===== src/rtl/irq_vec_pkg.sv =====
// Package: shared slot numbering and level constants for the vectoring unit.
// Assumes slot number equals rank, 0 being the highest.
package irq_vec_pkg;
    localparam int NUM_SLOTS = 6;
    localparam int LVL_W     = $clog2(NUM_SLOTS + 1);
    localparam logic [LVL_W-1:0] LVL_IDLE = LVL_W'(NUM_SLOTS);

    typedef enum logic [LVL_W-1:0] {
        SLOT_EXT_HI  = 3'd0,
        SLOT_SP0_TX  = 3'd1,
        SLOT_SP0_RX  = 3'd2,
        SLOT_SHR_A   = 3'd3,
        SLOT_SHR_B   = 3'd4,
        SLOT_TIMER   = 3'd5
    } slot_e;
endpackage


===== src/rtl/irq_pin_sync.sv =====
// Module: multi-stage synchronizer for asynchronous request pins.
// Assumes STAGES >= 1; output lags input by STAGES clock edges.
module irq_pin_sync #(
    parameter int WIDTH  = 3,
    parameter int STAGES = 2
) (
    input  logic             clk,
    input  logic             rst_n,
    input  logic [WIDTH-1:0] async_in,
    output logic [WIDTH-1:0] sync_out
);
    logic [WIDTH-1:0] chain [STAGES];

    genvar g;
    generate
        for (g = 0; g < STAGES; g++) begin : g_stage
            // Purpose: shift each pin one flop further into the clock domain.
            always_ff @(posedge clk) begin
                if (!rst_n) chain[g] <= '0;
                else if (g == 0) chain[g] <= async_in;
                else chain[g] <= chain[(g == 0) ? 0 : g - 1];
            end
        end
    endgenerate

    assign sync_out = chain[STAGES-1];
endmodule


===== src/rtl/irq_edge_latch.sv =====
// Module: rising-edge detector plus pending flags, one per slot.
// Assumes inputs are synchronous; clear and a fresh edge in the same
// cycle leave the flag set so no edge is lost.
module irq_edge_latch #(
    parameter int N = 6
) (
    input  logic         clk,
    input  logic         rst_n,
    input  logic [N-1:0] lines,
    input  logic [N-1:0] clr,
    output logic [N-1:0] pend
);
    logic [N-1:0] prev;
    logic [N-1:0] rise;

    assign rise = lines & ~prev;

    // Purpose: remember last line level for edge detection.
    always_ff @(posedge clk) begin
        if (!rst_n) prev <= '0;
        else        prev <= lines;
    end

    // Purpose: set flags on rising edges, drop them when taken.
    always_ff @(posedge clk) begin
        if (!rst_n) pend <= '0;
        else        pend <= (pend & ~clr) | rise;
    end

    p_pend_clears_r10: assert property (@(posedge clk) disable iff (!rst_n)
        ((clr & ~rise) != '0) |=> ((pend & $past(clr & ~rise)) == '0))
        else $error("taken request remained pending");
endmodule


===== src/rtl/irq_prio_pick.sv =====
// Module: combinational fixed-rank picker. A slot is eligible when it is
// pending, unmasked, globally enabled and ranked above the current level.
// Assumes slot number equals rank (0 highest).
module irq_prio_pick
    import irq_vec_pkg::*;
#(
    parameter int N = NUM_SLOTS
) (
    input  logic [N-1:0]     pend,
    input  logic [N-1:0]     mask,
    input  logic             en,
    input  logic [LVL_W-1:0] cur_lvl,
    output logic             any,
    output logic [LVL_W-1:0] idx,
    output logic [N-1:0]     grant
);
    logic [N-1:0] elig;

    genvar g;
    generate
        for (g = 0; g < N; g++) begin : g_elig
            assign elig[g] = pend[g] & ~mask[g] & en & (LVL_W'(g) < cur_lvl);
        end
    endgenerate

    // Purpose: choose the lowest-numbered eligible slot.
    always_comb begin
        any   = 1'b0;
        idx   = '0;
        grant = '0;
        for (int i = N - 1; i >= 0; i--) begin
            if (elig[i]) begin
                any   = 1'b1;
                idx   = LVL_W'(i);
                grant = N'(1) << i;
            end
        end
    end
endmodule


===== src/rtl/irq_level_stack.sv =====
// Module: LIFO of in-service levels. Top reads IDLE when empty.
// Assumes push and pop are never high together; pop on empty is ignored.
module irq_level_stack #(
    parameter int DEPTH = 7,
    parameter int LVL_W = 3,
    parameter logic [LVL_W-1:0] IDLE = 3'd6
) (
    input  logic             clk,
    input  logic             rst_n,
    input  logic             push,
    input  logic [LVL_W-1:0] push_lvl,
    input  logic             pop,
    output logic [LVL_W-1:0] top_lvl,
    output logic             full,
    output logic             empty
);
    localparam int CNT_W = $clog2(DEPTH + 1);
    localparam int IDX_W = (DEPTH > 1) ? $clog2(DEPTH) : 1;

    logic [LVL_W-1:0] mem [DEPTH];
    logic [CNT_W-1:0] count;
    logic [IDX_W-1:0] top_idx;

    assign full    = (count == CNT_W'(DEPTH));
    assign empty   = (count == '0);
    assign top_idx = IDX_W'(count - CNT_W'(1));
    assign top_lvl = empty ? IDLE : mem[top_idx];

    // Purpose: track stack depth.
    always_ff @(posedge clk) begin
        if (!rst_n)                count <= '0;
        else if (push && !full)    count <= count + CNT_W'(1);
        else if (pop && !empty)    count <= count - CNT_W'(1);
    end

    // Purpose: write the new level into the next free entry.
    always_ff @(posedge clk) begin
        if (!rst_n) begin
            for (int i = 0; i < DEPTH; i++) mem[i] <= IDLE;
        end else if (push && !full) begin
            mem[IDX_W'(count)] <= push_lvl;
        end
    end

    p_push_not_full_r5: assert property (@(posedge clk) disable iff (!rst_n)
        push |-> !full)
        else $error("push into full level stack");

    p_no_push_pop_r6: assert property (@(posedge clk) disable iff (!rst_n)
        !(push && pop))
        else $error("push and pop in one cycle");
endmodule


===== src/rtl/dsp_irq_vectorer.sv =====
// Module: top of the nested interrupt vectoring unit. Synchronizes pins,
// muxes shared slots, latches edges, picks the winner, pushes its level
// and emits a registered take strobe with the vector address.
// Assumes the sequencer pulses rti for one cycle per completed routine.
module dsp_irq_vectorer
    import irq_vec_pkg::*;
#(
    parameter int ADDR_W      = 14,
    parameter int VEC_STRIDE  = 4,
    parameter int STACK_DEPTH = 7,
    parameter int SYNC_STAGES = 2
) (
    input  logic                 clk,
    input  logic                 rst_n,
    input  logic [2:0]           pin_irq,
    input  logic                 sp0_tx_evt,
    input  logic                 sp0_rx_evt,
    input  logic                 sp1_tx_evt,
    input  logic                 sp1_rx_evt,
    input  logic                 timer_evt,
    input  logic [NUM_SLOTS-1:0] irq_mask,
    input  logic                 glob_en,
    input  logic                 slot_pins_sel,
    input  logic                 entry_ok,
    input  logic                 rti,
    output logic                 int_take,
    output logic [ADDR_W-1:0]    vec_addr,
    output logic [LVL_W-1:0]     cur_lvl
);
    localparam logic [ADDR_W-1:0] VEC_MAX = ADDR_W'(NUM_SLOTS * VEC_STRIDE);

    logic [2:0]           pin_s;
    logic [NUM_SLOTS-1:0] slot_line;
    logic [NUM_SLOTS-1:0] pend;
    logic [NUM_SLOTS-1:0] clr;
    logic [NUM_SLOTS-1:0] grant;
    logic                 pick_any;
    logic [LVL_W-1:0]     pick_idx;
    logic                 take_now;
    logic                 stk_full;
    logic                 stk_empty;
    logic [ADDR_W-1:0]    vec_next;

    irq_pin_sync #(.WIDTH(3), .STAGES(SYNC_STAGES)) u_sync (
        .clk(clk), .rst_n(rst_n), .async_in(pin_irq), .sync_out(pin_s)
    );

    // Purpose: map sources onto rank-ordered slot lines, shared slots by mode.
    always_comb begin
        slot_line[SLOT_EXT_HI] = pin_s[2];
        slot_line[SLOT_SP0_TX] = sp0_tx_evt;
        slot_line[SLOT_SP0_RX] = sp0_rx_evt;
        slot_line[SLOT_SHR_A]  = slot_pins_sel ? pin_s[1] : sp1_tx_evt;
        slot_line[SLOT_SHR_B]  = slot_pins_sel ? pin_s[0] : sp1_rx_evt;
        slot_line[SLOT_TIMER]  = timer_evt;
    end

    irq_edge_latch #(.N(NUM_SLOTS)) u_latch (
        .clk(clk), .rst_n(rst_n), .lines(slot_line), .clr(clr), .pend(pend)
    );

    irq_prio_pick #(.N(NUM_SLOTS)) u_pick (
        .pend(pend), .mask(irq_mask), .en(glob_en), .cur_lvl(cur_lvl),
        .any(pick_any), .idx(pick_idx), .grant(grant)
    );

    irq_level_stack #(.DEPTH(STACK_DEPTH), .LVL_W(LVL_W), .IDLE(LVL_IDLE)) u_stack (
        .clk(clk), .rst_n(rst_n), .push(take_now), .push_lvl(pick_idx),
        .pop(rti), .top_lvl(cur_lvl), .full(stk_full), .empty(stk_empty)
    );

    assign take_now = pick_any & entry_ok & ~rti & ~stk_full;
    assign clr      = take_now ? grant : '0;
    assign vec_next = ADDR_W'((32'(pick_idx) + 32'd1) * 32'(VEC_STRIDE));

    // Purpose: register the take strobe and hold the last vector address.
    always_ff @(posedge clk) begin
        if (!rst_n) begin
            int_take <= 1'b0;
            vec_addr <= '0;
        end else begin
            int_take <= take_now;
            if (take_now) vec_addr <= vec_next;
        end
    end

    p_vec_range_r2: assert property (@(posedge clk) disable iff (!rst_n)
        int_take |-> (vec_addr == ADDR_W'((32'(cur_lvl) + 32'd1) * 32'(VEC_STRIDE))
                      && vec_addr != '0 && vec_addr <= VEC_MAX))
        else $error("vector does not match taken level");

    p_one_grant_r3: assert property (@(posedge clk) disable iff (!rst_n)
        $onehot0(grant))
        else $error("more than one slot granted");

    p_preempt_higher_r5: assert property (@(posedge clk) disable iff (!rst_n)
        int_take |-> (cur_lvl < $past(cur_lvl)))
        else $error("take without strictly higher rank");

    p_rti_restores_r6: assert property (@(posedge clk) disable iff (!rst_n)
        (rti && !stk_empty) |=> (cur_lvl > $past(cur_lvl)))
        else $error("return did not lower the service rank");

    p_masked_no_take_r7: assert property (@(posedge clk) disable iff (!rst_n)
        int_take |-> (($past(irq_mask) & (NUM_SLOTS'(1) << cur_lvl)) == '0))
        else $error("masked slot was taken");

    p_gate_r8: assert property (@(posedge clk) disable iff (!rst_n)
        (!glob_en || !entry_ok || rti) |=> !int_take)
        else $error("take while gated");
endmodule


===== config.mk =====
export PLATFORM = sky130hd
export DESIGN_NAME = dsp_irq_vectorer
export DESIGN_NICKNAME = d
export VERILOG_FILES = /design/src/rtl/irq_vec_pkg.sv /design/src/rtl/irq_pin_sync.sv /design/src/rtl/irq_edge_latch.sv /design/src/rtl/irq_prio_pick.sv /design/src/rtl/irq_level_stack.sv /design/src/rtl/dsp_irq_vectorer.sv
export SDC_FILE = /design/constraint.sdc
export NUM_CORES = 1
export LEC_CHECK = 0
export BUFFER_PORTS_ARGS = -buffer_cell sky130_fd_sc_hd__buf_2
export CAP_MARGIN = 5
export CORE_MARGIN = 5
export CORE_UTILIZATION = 45
export DETAILED_ROUTE_END_ITERATION = 6
export PLACE_DENSITY = 0.69
export SETUP_SLACK_MARGIN = 0.15
export SYNTH_ARGS = -nofsm -noshare
export SYNTH_HDL_FRONTEND = slang
export SYNTH_SLANG_ARGS = --single-unit

===== constraint.sdc =====
create_clock -name clk -period 10 [get_ports clk]
set_input_delay 0.5 -clock clk [delete_from_list [all_inputs] [get_ports clk]]
set_output_delay 0.5 -clock clk [all_outputs]
set_load 0.02 [all_outputs]

==> impl_summary.md, run 1 <==
Outcome
The flow ran to the end, and the final reports show no timing, DRC or antenna violations.

CTS
The clock tree from TritonCTS is built. The clock passes through at most 2 buffers. The number of gates resized after cts is 0. The cell chosen for the clock root is sky130_fd_sc_hd__clkbuf_8. The number of buffers inserted during clock tree synthesis is 5.

Clock latency on the worst-skew pair, taken at its later pin, is 320 ps. The H-tree generated during clock tree synthesis spans 2 levels. In this run the post-CTS setup repair buffer count came out at 0.

In this run, post-CTS hold repair placed 0 buffers. The clock transition at the registers of the reported paths is 100 ps. The number of clock sinks is 50.

Floorplan
The starting density of the core is 45.7%. The die span in x is 87.0 um. The floorplan core area is 5850 um^2. 38 I/O pins were placed. The number of cell rows is 28.

The die height is 87.0 um. The area of the die is 7580 um^2.

Finish
The library cell used most frequently in the layout, excluding fill and tap cells, is sky130_fd_sc_hd__dfxtp_1. Excluding fillers, the count of instances in the completed layout stands at 357. At the end of the flow, the number of nets in the layout was 306. Compared with the post-synthesis result, the final layout area differs by 8.10%. Cells with a size suffix above 1 make up 18.8% of the layout. 0 antenna diodes ended up in the layout. In the layout the commonest cells are sky130_fd_sc_hd__dfxtp_1, sky130_fd_sc_hd__buf_2, sky130_fd_sc_hd__nand2_1. The post-route core utilization is 49.4%.

STA
The final-report hold violation count is 0. Setup repair after global routing left no endpoint under its margin. The maximum frequency from static timing analysis is 225 MHz. For the pin with the worst max-slew slack, the measured transition is 733 ps. Setup violations remaining at the end of the flow were counted as 0. The final period utilization is 44.4%. The final-report max-slew violation count is 0. The headroom to the max-slew limit is 51.1%. In the final timing run, aggregate negative setup slack is 0 ps. The post-layout minimum cycle time is 4440 ps. Between clock sinks in the finished design, the worst skew comes to 12.5 ps.

Pwr
For this design the static power due to leakage is 1.10 nW. The sum of internal, switching and leakage power is 0.671 mW. The total power density per cell area is 232 nW/um^2. The worst-case IR drop observed on VDD is 0.0000970 V.

Critical path
The worst-path cell with the longest stage delay is sky130_fd_sc_hd__ha_1. Counting both buffers and inverters, the worst setup path holds a total of 2. The most frequent cell on the critical path is sky130_fd_sc_hd__ha_1.

The family with the most delay on the worst path is simple AND/OR/NAND/NOR gates. The data required time at the worst endpoint is 10240 ps. The kind of start point of the critical path is a flip-flop. Walking the worst path, the cells encountered are clkinv_1 > ha_1 > mux2i_1 > mux4_2 > and2_0 > a21oi_1 > a21o_1 > nand2_1 > inv_1 > ha_1 > nor2_1 > or4b_1 > a31oi_1. The worst setup path is of the flip-flop to flip-flop kind.

The source of the worst register-to-register timing path is u_stack.count[1]. The highest cell delay on the worst timing path is 850 ps. For the worst setup path, the data arrival time is 4680 ps.

The sort of element at the end of the critical path is a flip-flop. Tracing the worst setup path back leads to its startpoint at u_stack.count[1]. The maximum fanout encountered on the critical timing path is 16.

Drt
The via count is 1969. After detailed routing, the number of remaining DRC violations is 0. Once detail routing completed, the nets flagged for antenna violations numbered 0. In the final routed layout, each cell accounts on average for 15.7 um. The initial DRC count is 231. After detailed routing, the number of vias per cell comes to 5.52. The first TritonRoute pass finished after 5 iterations.

The routed design has 5600 um of wire.

Placement
Including well taps, the total number of placed cells is 349. The wire-length estimate of the detail-placed layout is 4130 um. The count of input and output buffers is 27. The final weighted congestion in routability-driven placement is 0.910.

Synthesis
In the synthesized netlist, the number of instances is 262. During synthesis, Yosys emitted a total of 0 warnings. Of all flip-flops after synthesis, the portion carrying an async set or reset was 0%. The prevailing post-synth register cell is sky130_fd_sc_hd__dfxtp_1.

The post-synthesis average cell area is 10.2 um^2. Summing the sequential cell areas from Yosys gives 45.3% of the chip area. The area fraction of the dominant cell type after synthesis is 23.6%.

The number of enable-type register cells in the synthesized netlist is 21. Yosys attributes the largest share of cell area to sky130_fd_sc_hd__edfxtp_1, sky130_fd_sc_hd__dfxtp_1, sky130_fd_sc_hd__mux2i_1. In this run, distinct cell masters in the synthesized netlist total 62. The post-synthesis register bit count is 50.

The cell area after synthesis is 2670 um^2. The cell accounting for the most synthesized area is sky130_fd_sc_hd__edfxtp_1.

Min path
The worst hold path belongs to the class input port to flip-flop. The launch point of the worst hold path is pin_irq[2].

Global routing
The initial antenna violation count was 0. The maximum number of pins on one net before global-route repair is 29. The final global-route overflow total is 0. The via count of the first global-routing pass came to 1867. Global routing consumed, over all layers together, 16.0% of the routing resources. The global-route wire length before repair is 9510 um.

Job
The tool flagged a number of max-cap violations equal to 0.
-- cell type report --
| type | instances | area, um^2 |
|---|---|---|
| clock buffer | 6 | 93.8 |
| sequential | 50 | 1210 |
| timing repair buffer | 27 | 135 |
| multi-input combinational | 185 | 1290 |
| fill | 524 | 2960 |
| tap | 75 | 93.8 |
| clock inverter | 2 | 17.5 |
| inverter | 12 | 45.0 |
-- synthesized netlist by cell type (3+ instances only) --
library cell / count
sky130_fd_sc_hd__dfxtp_1: 29
sky130_fd_sc_hd__nand2_1: 26
sky130_fd_sc_hd__edfxtp_1: 21
sky130_fd_sc_hd__mux2i_1: 14
sky130_fd_sc_hd__nor3_1: 12
sky130_fd_sc_hd__o21ai_0: 12
sky130_fd_sc_hd__and2_1: 11
sky130_fd_sc_hd__buf_4: 11
sky130_fd_sc_hd__nand3_1: 11
sky130_fd_sc_hd__nor2_1: 11
sky130_fd_sc_hd__a21oi_1: 10
sky130_fd_sc_hd__inv_1: 10
sky130_fd_sc_hd__clkbuf_1: 8
sky130_fd_sc_hd__ha_1: 5
sky130_fd_sc_hd__nand3b_1: 5
sky130_fd_sc_hd__a31oi_1: 4
sky130_fd_sc_hd__and3_1: 3
sky130_fd_sc_hd__nand2b_1: 3
sky130_fd_sc_hd__nor2b_1: 3
sky130_fd_sc_hd__or3_1: 3
-- power by group --
| part | internal [mW] | total, mW | switching [mW] |
|---|---|---|---|
| sequential | 0.227 | 0.252 | 0.0249 |
| combinational | 0.104 | 0.279 | 0.175 |
| clock | 0.0664 | 0.140 | 0.0736 |
| total | 0.398 | 0.671 | 0.273 |
-- logic make-up after synthesis --
group	share of synthesized area, %
mux	6.93
other cells	0.140
compound gates	13.8
fa+ha+maj	2.34
simple gates	22.6
flops	45.3
xor+xnor	1.26
buf+inv	7.59
-- metal layers --
layer,track usage [%],part of all wire [%],vias up
met5,0,0,-
met4,6.09,1.9,0
met3,3.22,4.3,9
met2,24.7,46,49
met1,22.2,48,947
li1,-,-,964
-- worst reg2reg max path: cells and delay by family, from the launching register on --
family	cells	cell delay (ps)
AOI/OAI and AO/OA	3	550
buffers and inverters	2	390
muxes	2	600
adders and majority gates	2	1060
and+or+nand+nor	4	1220
DFF	1	530
-- flip-flops by register name, summed over array words and instances (netlist names) --
signal	count
u_stack.mem	24
u_latch.prev	6
u_latch.pend	6
vec_addr	4
u_stack.count	3
int_take	1
u_sync.chain	6
-- path summary, 6_finish.rpt --
check / depth (start not counted) / endpoint / slack, ps
worst max-delay path: 13 / vec_addr[4] / 5560
worst min-delay path: 2 / u_sync.chain[0][2] / 380
worst max register to register: 13 / vec_addr[4] / 5560
worst min register to register: 1 / u_latch.pend[5] / 430
-- per-stage QoR --
stage | hold WS (ps) | instance area, um^2 | worst slack, ps
after floorplan | 408 | 2710 | 6480
after global placement | 415 | 2780 | 5940
after detailed placement | 425 | 2780 | 5640
after CTS | 371 | 2890 | 5620
after global routing | 385 | 2890 | 5250
final | 379 | 2890 | 5560
No activity file was read; power rests on OpenSTA's default activity.
==> run 2: changes to the inputs <==
clock period = 4.5 ns   (was 10 ns; I/O delays follow)
==> run 2 against run 1 <==
  * Fmax rose by 13%
  * Worst setup slack worse by 5000 ps
  * Sequential cell count unchanged
  * Non-clock buffer count increased by 2
  * Count of clock-buffer cells in the layout is the same
  * Clock skew is 7.0 ps lower
  * Sequential share of layout area hardly changed
  * Routed wire length up 3.5%
  * Cell area hardly changed
  * Core utilization about the same
  * Worst hold slack lost 250 ps
==> impl_summary.md, run 2 (synthesis results as in run 1) <==
Min path
The worst hold-check path type is input port to flip-flop. The worst hold endpoint is u_sync.chain[0][0]. The number of cells traversed by the worst hold path is 2.

The launch point of the worst hold path is pin_irq[0].

CTS
The number of setup buffers added after CTS is 0. For this design, the CTS-stage hold fixing added 0 buffers. The cell chosen for the clock root is sky130_fd_sc_hd__clkbuf_8.

Counting every sink on the clock net gives 50. The number of buffers inserted during clock tree synthesis is 5. Clock latency on the worst-skew pair, taken at its later pin, is 300 ps. The clock tree from TritonCTS is built. The level count of the clock H-tree is 2. The longest clock path from root to sink contains 2 buffers. Post-CTS repair changed the size of 0 cells. After clock tree synthesis, the clock-pin slew on the worst setup and hold paths is 90 ps.

Job
The max-cap check violation count is 0.

Pwr
The power spent charging and discharging nets is 0.600 mW. Net switching is 40.8% of the power. The largest voltage drop on the vdd net is 0.000199 V. The total power density per cell area is 509 nW/um^2.

Overall power consumption after layout is estimated at 1.47 mW. The share of total power dissipated in sequential elements is 37.5%. The internal portion of the total power is 0.871 mW. The leakage power of the design is 1.10 nW. The clock group share of total power is 18.3%. In this run, the combinational gates consume 44.2% of the power.

Drt
The routed design has 5800 um of wire. The post-detailed-route wirelength per cell is 16.2 um. The via count is 1927. The initial DRC count is 127. After detailed routing, the wire length on met1 is 2700 um.

The detailed-routed wire length on met3 is 232 um. The average via count per standard cell is 5.37. The first detailed-routing pass took 4 iterations. The number of antenna-violating nets in the routed design is 0.

The highest routed metal layer is met4. In the detailed route, the total length drawn on met2 is 2770 um. In the routed design, unresolved DRC markers number 0.

Critical path
The maximum fanout encountered on the critical timing path is 16. For the worst setup path, the data required time is 4730 ps. The sort of element at the end of the critical path is a flip-flop. The end of the worst register-to-register path is vec_addr[4]. The worst register-to-register path has a setup slack of 570 ps.

Counting cells, the worst reg-to-reg path comes to 13. Data on the critical path arrives at its endpoint at 4160 ps. The worst register-to-register path begins at u_stack.count[1]. The kind of start point of the critical path is a flip-flop. The worst setup path is of the flip-flop to flip-flop kind.

Finish
The top cell types in the final layout, fill and taps aside, are sky130_fd_sc_hd__dfxtp_1, sky130_fd_sc_hd__buf_2, sky130_fd_sc_hd__nand2_1. The number of antenna diodes in the final layout is 0. The final layout contains 308 nets. The register with the most flip-flops in the layout has 24 of them. Relative to the synthesized area, the layout overhead comes to 8.15%.

Measured on the finished design, the core utilization comes to 49.4%. The fraction of final layout cells sized beyond drive strength 1 is 19.7%. Leaving out fill and tap cells, the most frequent cell in the layout is sky130_fd_sc_hd__dfxtp_1. Ranked by flip-flop count, first place goes to u_stack.mem.

Global routing
The initial antenna violation count came to 0. The maximum number of pins on one net before global-route repair is 29. The final global-route overflow total is 0.

The first global-routing pass estimated 9490 um of wire. Global routing used 16.1% of the available tracks. The via count of the first global-routing pass is 1918.

STA
Setup violations remaining at the end of the flow were counted as 0. Static timing analysis puts the maximum clock frequency at 254 MHz. In the final timing run, aggregate negative setup slack is 0 ps. The setup clock skew after layout is 5.46 ps. Setup repair after global routing left no endpoint under its margin. The post-layout minimum cycle time is 3930 ps. The final period utilization is 87.4%. Headroom to the max-slew limit came out at 52.8%. The final-report hold violation count is 0. The final-report max-slew violation count came to 0. At the pin with the least slew margin, the transition time is 707 ps.

Floorplan
The die height is 87.0 um. Measured along the x axis, the die boundary spans 87.0 um. The initial utilization of the core area, before any placement, comes to 45.7%.

38 I/O pins were placed. The total area inside the core boundary comes to 5850 um^2. The area of the die is 7580 um^2. The initialized floorplan defines 28 standard-cell rows.

Placement
Port buffering added 27 buffers. Once detailed placement completed, the half-perimeter wirelength came to 4240 um. Routability-driven placement finished with a final weighted congestion of 0.932.

Outcome
The flow ran to the end, and the final reports show no timing, DRC or antenna violations.
## run 2: cell types whose count changed in the layout (fill, tap and decap cells not counted), sizes merged
cell	change
clkinv	+1
clkinvlp	+1
buf	+2
inv	-2
## run 2: power by group through the flow
stage                     Sequential (mW)  Clock, mW  Combinational [mW]
after floorplan                     0.530          0               0.577
final                               0.551      0.270               0.650
after detailed placement            0.561          0               0.639
after CTS                           0.551      0.278               0.644
after global placement              0.558          0               0.632
after global routing                0.557      0.296               0.706
## run 2: worst max path at each step
stage,from,endpoint
floorplan,u_stack.count[0],vec_addr[4]
global placement,u_stack.count[1],vec_addr[4]
detailed placement,u_stack.count[0],vec_addr[4]
CTS,u_stack.count[0],vec_addr[4]
global route,u_stack.count[1],vec_addr[4]
finish,u_stack.count[1],vec_addr[4]
## run 2: critical path, stage by stage (launching register included)
cell                       delay (ps)
sky130_fd_sc_hd__dfxtp_1          340
sky130_fd_sc_hd__clkinv_1         210
sky130_fd_sc_hd__ha_2             690
sky130_fd_sc_hd__mux2i_1          270
sky130_fd_sc_hd__mux4_2           290
sky130_fd_sc_hd__and2_0           440
sky130_fd_sc_hd__a21oi_1          180
sky130_fd_sc_hd__a21o_1           210
sky130_fd_sc_hd__nand2_1          230
sky130_fd_sc_hd__inv_1             80
sky130_fd_sc_hd__ha_1             220
sky130_fd_sc_hd__nor2_1            90
sky130_fd_sc_hd__or4b_1           440
sky130_fd_sc_hd__a31oi_1          160
## run 2: final cells by class
class                   instances  area, um^2
repair buffers                 29         150
well taps                      75        93.8
multi-input cells             185        1290
fillers                       549        2960
flip-flops and latches         50        1210
inverters                      12        45.0
clock buffers                   6        82.6
clock inverters                 2        12.5
## run 2: through the flow
step | worst slack [ps] | hold WS (ps) | cells | area, um^2
CTS | 408 | 115 | 359 | 2890
global route | 267 | 119 | 359 | 2890
detailed placement | 431 | 423 | 351 | 2790
finish | 567 | 126 | 359 | 2890
floorplan | 977 | 341 | 271 | 2710
global placement | 667 | 415 | 351 | 2790
## run 2: layer usage
metal | GRT usage [%] | vias to the layer above
li1 | - | 964
met1 | 21.7 | 907
met2 | 25.4 | 48
met3 | 3.22 | 8
met4 | 6.23 | 0
met5 | 0 | -
